[src/rtl/spec_done_pkg.sv]
package spec_done_pkg;

  typedef enum logic [1:0] {
    ST_IDLE = 2'd0,
    ST_RUN  = 2'd1,
    ST_HOLD = 2'd2
  } seqState_t;

  // strobes from the sequencer to the timing datapath
  typedef struct packed {
    logic startOp;  // load entry 0 and its length
    logic stepUp;   // move to next entry and load its length
    logic tick;     // count down one cycle
  } dpCtrl_t;

endpackage

[src/rtl/spec_delay_bank.sv]
module spec_delay_bank #(
  parameter int unsigned NUM_STAGES = 4,
  parameter int unsigned CNT_W = 4,
  parameter int unsigned STAGE_LEN [NUM_STAGES] = '{2, 4, 7, 12},
  localparam int unsigned IDX_W = $clog2(NUM_STAGES)
) (
  input  logic [IDX_W-1:0] selIdx,
  output logic [CNT_W-1:0] loadVal
);

  logic [CNT_W-1:0] bankVal [NUM_STAGES];

  // each entry is stored as length minus one so a down-count ends on zero
  for (genvar g = 0; g < NUM_STAGES; g++) begin : g_entry
    assign bankVal[g] = CNT_W'(STAGE_LEN[g] - 1);
  end

  always_comb begin
    loadVal = '0;
    for (int i = 0; i < NUM_STAGES; i++) begin
      if (selIdx == IDX_W'(i)) loadVal = bankVal[i];
    end
  end

endmodule

[src/rtl/spec_done_dp.sv]
module spec_done_dp
  import spec_done_pkg::*;
#(
  parameter int unsigned NUM_STAGES = 4,
  parameter int unsigned CNT_W = 4,
  parameter int unsigned STAGE_LEN [NUM_STAGES] = '{2, 4, 7, 12},
  localparam int unsigned IDX_W = $clog2(NUM_STAGES)
) (
  input  logic             clk,
  input  logic             rst,
  input  dpCtrl_t          ctrl,
  output logic             expired,
  output logic             atLast,
  output logic [IDX_W-1:0] curIdx
);

  logic [CNT_W-1:0] remain;
  logic [IDX_W-1:0] bankSel;
  logic [CNT_W-1:0] bankLoad;

  assign bankSel = ctrl.startOp ? '0 : IDX_W'(curIdx + 1'b1);

  spec_delay_bank #(
    .NUM_STAGES(NUM_STAGES),
    .CNT_W     (CNT_W),
    .STAGE_LEN (STAGE_LEN)
  ) u_bank (
    .selIdx (bankSel),
    .loadVal(bankLoad)
  );

  always_ff @(posedge clk) begin
    if (rst) begin
      remain <= '0;
      curIdx <= '0;
    end else if (ctrl.startOp) begin
      remain <= bankLoad;
      curIdx <= '0;
    end else if (ctrl.stepUp) begin
      remain <= bankLoad;
      curIdx <= bankSel;
    end else if (ctrl.tick) begin
      remain <= remain - 1'b1;
    end
  end

  assign expired = (remain == '0);
  assign atLast  = (curIdx == IDX_W'(NUM_STAGES - 1));

endmodule

[src/rtl/spec_done_ctrl.sv]
module spec_done_ctrl
  import spec_done_pkg::*;
(
  input  logic    clk,
  input  logic    rst,
  input  logic    reqIn,
  input  logic    moreTime,
  input  logic    expired,
  input  logic    atLast,
  output dpCtrl_t ctrl,
  output logic    doneOut
);

  seqState_t state, stateNext;

  always_comb begin
    stateNext    = state;
    ctrl.startOp = 1'b0;
    ctrl.stepUp  = 1'b0;
    ctrl.tick    = 1'b0;
    unique case (state)
      ST_IDLE: begin
        if (reqIn) begin
          ctrl.startOp = 1'b1;
          stateNext    = ST_RUN;
        end
      end
      ST_RUN: begin
        if (!expired) begin
          ctrl.tick = 1'b1;
        end else if (moreTime && !atLast) begin
          ctrl.stepUp = 1'b1;
        end else begin
          stateNext = ST_HOLD;
        end
      end
      ST_HOLD: begin
        if (!reqIn) stateNext = ST_IDLE;
      end
      default: stateNext = ST_IDLE;
    endcase
  end

  always_ff @(posedge clk) begin
    if (rst) state <= ST_IDLE;
    else     state <= stateNext;
  end

  assign doneOut = (state == ST_HOLD);

endmodule

[src/rtl/spec_done_gen.sv]
module spec_done_gen
  import spec_done_pkg::*;
#(
  parameter int unsigned NUM_STAGES = 4,
  parameter int unsigned CNT_W = 4,
  parameter int unsigned STAGE_LEN [NUM_STAGES] = '{2, 4, 7, 12},
  localparam int unsigned IDX_W = $clog2(NUM_STAGES)
) (
  input  logic             clk,
  input  logic             rst,
  input  logic             reqIn,
  input  logic             moreTime,
  output logic             doneOut,
  output logic [IDX_W-1:0] usedIdx
);

  dpCtrl_t ctrl;
  logic    expired;
  logic    atLast;

  spec_done_ctrl u_ctrl (
    .clk     (clk),
    .rst     (rst),
    .reqIn   (reqIn),
    .moreTime(moreTime),
    .expired (expired),
    .atLast  (atLast),
    .ctrl    (ctrl),
    .doneOut (doneOut)
  );

  spec_done_dp #(
    .NUM_STAGES(NUM_STAGES),
    .CNT_W     (CNT_W),
    .STAGE_LEN (STAGE_LEN)
  ) u_dp (
    .clk    (clk),
    .rst    (rst),
    .ctrl   (ctrl),
    .expired(expired),
    .atLast (atLast),
    .curIdx (usedIdx)
  );

endmodule

[config.mk]
export PLATFORM = sky130hd
export DESIGN_NAME = spec_done_gen
export DESIGN_NICKNAME = d
export VERILOG_FILES = /design/src/rtl/spec_done_pkg.sv /design/src/rtl/spec_delay_bank.sv /design/src/rtl/spec_done_dp.sv /design/src/rtl/spec_done_ctrl.sv /design/src/rtl/spec_done_gen.sv
export SDC_FILE = /design/constraint.sdc
export NUM_CORES = 1
export LEC_CHECK = 0
export ABC_AREA = 1
export BUFFER_PORTS_ARGS = -buffer_cell sky130_fd_sc_hd__buf_4
export CAP_MARGIN = 20
export CORE_AREA = 2 2 39 41
export CTS_CLUSTER_DIAMETER = 150
export CTS_CLUSTER_SIZE = 20
export DETAILED_ROUTE_END_ITERATION = 6
export DIE_AREA = 0 0 41 43
export GPL_TIMING_DRIVEN = 0
export PLACE_DENSITY = 0.64
export SLEW_MARGIN = 40
export SYNTH_ARGS = -nofsm -noshare
export SYNTH_HDL_FRONTEND = slang
export SYNTH_SLANG_ARGS = --single-unit
[constraint.sdc]
create_clock -name clk -period 1.68 [get_ports clk]
set_input_delay 0.42 -clock clk [delete_from_list [all_inputs] [get_ports clk]]
set_output_delay 0.42 -clock clk [all_outputs]
set_load 0.05 [all_outputs]
==> impl_summary.md <==
GRT
The number of antenna violations at the first check in global routing is 0. The largest net degree at the start of global routing is 10. The wire length of the first global-routing pass is 1610 um. For this run the aggregate overflow at the end of global routing stands at 0. The global router's overall resource usage is between 10% and 20%. The via count of the first global-routing pass is 400.

Power
The share of power burned in combinational logic is 33.6%. Internal power comes to 0.000356 W. The overall power after layout is 0.000558 W. The static leakage is approximately 0.32 nW.

Summed over all nets, the switching power comes to between 0.0002 and 0.00025 W. In this run switching power makes up 36.2% of total power. The power density relative to cell area is 879 nW/um^2. Across the VDD grid, the largest voltage drop is 0.365 mV. Sequential cells burn 39.4% of the power. The portion of total power attributed to the clock network is roughly 27%.

Logic synthesis
The async set-or-reset flop fraction in the synthesized netlist is 0%. The yosys synthesis warning count is 0. In this run the cell area of the synthesized design comes to 547 sq um. The prevailing post-synth register cell is sky130_fd_sc_hd__dfxtp_1. Counting every net in the synthesized netlist gives 86.

Of the post-synthesis cell area, the dominant cell type holds 29.3%. In the post-synthesis netlist, the biggest area contributors are sky130_fd_sc_hd__dfxtp_1, sky130_fd_sc_hd__nand2_1, sky130_fd_sc_hd__inv_1, sky130_fd_sc_hd__nand3_1, sky130_fd_sc_hd__nor2_1. The most common cell in the synthesized netlist is sky130_fd_sc_hd__nand2_1.

The cell count after synthesis came out at 80. The average instance in the mapped netlist occupies 6.83 sq um. The number of different library cells used by synthesis comes to 18. The number of synthesized flops with an enable pin is 0.

The largest area contributor in the synthesized netlist is sky130_fd_sc_hd__dfxtp_1. The register bit total from synthesis is 8. Counting instances in the post-synthesis netlist gives the leading cell types as sky130_fd_sc_hd__nand2_1, sky130_fd_sc_hd__inv_1, sky130_fd_sc_hd__dfxtp_1, sky130_fd_sc_hd__nand3_1, sky130_fd_sc_hd__nor2_1. Sequential cells were found to cover 29.3% of the synthesized design area.

Critical path
Data on the critical path is required at its endpoint by between 1 and 1.5 ns. Along the worst path, the maximum fanout reaches 3. The worst setup path is captured at a primary output. The startpoint kind of the worst setup timing path is a register. STA puts the critical path data arrival time at 1.05 ns.

The worst setup path is of the reg2out kind.

Drt
The routed design has 983 um of wire. Using the TritonRoute via totals, the vias-per-cell ratio works out to 4.76. After detailed routing, the average wire length per cell comes to 9.36 um. The number of design rule violations left after detail routing is 0.

The first TritonRoute pass finished after 7 iterations. The starting DRC count in detailed routing is 10. The routed layout has 500 vias. The number of routed nets with antenna violations is 0.

STA
The worst hold slack is 0.363 ns. Static timing analysis puts the maximum clock frequency at around 0.68 GHz. The final critical delay including setup and external delays is 1.47 ns.

The worst-case headroom to the max-slew limit is 87.5%. On the final layout, the worst clock skew is 0.00398 ns. The total count of max-transition violations in the final report is 0.

The transition time at the pin with the least slew margin is approximately 0.19 ns. Of the available clock period, the critical path in the final layout requires 87.3%. The number of hold-slack violations in the final timing report is 0.

Setup repair after global routing left no endpoint under its margin. Setup violations remaining at the end of the flow were counted as 0. The post-route setup TNS is 0 ns.

Floorplanning
The initial cell density of the core is 39.5%. The I/O pin total is 7. The overall die height is 43 um. The initialized floorplan defines 14 standard-cell rows. The die is about 41 um wide.

The floorplan step defined a die boundary enclosing about 1800 sq um. The core region is 1380 sq um.

Place
The wire-length estimate of the detail-placed layout is 788 um. The quantity of I/O buffers inserted on ports is 6. The congestion estimate from routability-driven global placement came to 0.805.

Once placement completed, the tool counted placed cells totaling 102.

CTS
The cell at the root of the clock tree is sky130_fd_sc_hd__clkbuf_4. The H-tree level count is 1. The TritonCTS clock tree is done. In this run the deepest clock path goes through 2 buffers. The number of sinks on the clock net is 8. In this run, CTS created clock tree buffers numbering 3. The clock insertion delay at the later pin of the skew report is between 0.2 and 0.3 ns. The clock-pin slew of the registers on the worst-case setup and hold paths is 0.06 ns.

After clock tree synthesis, the setup repair step added 0 buffers. The quantity of gates resized following cts is 0. The hold-fix buffer count after cts is 0.

Worst hold path
The class of the most critical hold timing path is in2reg.

Final layout
Relative to the synthesized area, the layout overhead comes to 16.0%. The share of final-layout standard cells stronger than drive strength 1 is 23.6%. The number of antenna diodes in the final layout is 0. The final cell count without fillers is 105.

The final core utilization is about 46%. The number of nets in the layout is 97.

Job
The number of maximum-capacitance constraint violations is 0.

Status
The run finished with clean final reports.
## routing by layer
metal	share of wire, %	routed length (um)	vias up	global-route usage (%)
li1	-	-	268	-
met1	48	476	221	17.6
met2	48	471	9	18.8
met3	2.3	23	2	4.71
met4	1.2	12	0	12.0
met5	0	0	-	0
## worst max-delay path, cell delays in order (launching register included)
cell and delay (ns):
sky130_fd_sc_hd__dfxtp_1 0.39, sky130_fd_sc_hd__inv_1 0.07, sky130_fd_sc_hd__nor2_1 0.12, sky130_fd_sc_hd__buf_4 0.21
## cells by family after synthesis
| family | share of synthesized area, % |
|---|---|
| AND/OR/NAND/NOR | 42.8 |
| buffers and inverters | 10.3 |
| AO/OA/AOI/OAI | 11.4 |
| flip-flops | 29.3 |
| adder cells (fa/ha/maj) | 4.58 |
| XOR/XNOR | 1.60 |
## final timing paths
check                       start              end  slack [ns]  cells after the start
setup reg to reg   u_dp.remain[0]   u_dp.remain[0]        0.28                      7
hold / removal                rst  u_ctrl.state[1]        0.36                      2
setup / recovery  u_ctrl.state[1]          doneOut        0.21                      3
hold reg to reg    u_dp.curIdx[1]   u_dp.curIdx[1]        0.49                      2
## cell usage in the layout, fill, tap and decap left out, drive strengths merged
cell type	count
nand2	25
inv	15
nor2	11
nand3	9
dfxtp	8
buf	6
a21oi	5
clkbuf	3
o21ai	3
ha	2
xor2	1
a211oi	1
## area by class of cell
class	count	area (sq um)
clock buffers	3	22.5
fillers	153	749
inverters	15	56.3
multi-input cells	57	330
flip-flops and latches	8	160
well taps	16	20.0
repair buffers	6	45.0
## state kept, by name, indices dropped and copies added (netlist names)
register and count:
u_ctrl.state 2, u_dp.curIdx 2, u_dp.remain 4
## power groups by stage
stage | logic [W] | registers (W) | clock network (W)
floorplan | 0.000153 | 0.000225 | 0
global placement | 0.000187 | 0.000224 | 0
detailed placement | 0.000188 | 0.000224 | 0
CTS | 0.000189 | 0.000220 | 0.000154
global route | 0.000210 | 0.000222 | 0.000166
finish | 0.000188 | 0.000220 | 0.000151
## stage by stage
step / setup WS [ns] / instance area [sq um]
after floorplan: 0.142 / 547
after global placement: 0.295 / 612
after detailed placement: 0.305 / 612
after CTS: 0.207 / 634
after global routing: 0.116 / 634
final: 0.213 / 634
Note: power is estimated with default switching activity, not from simulation.
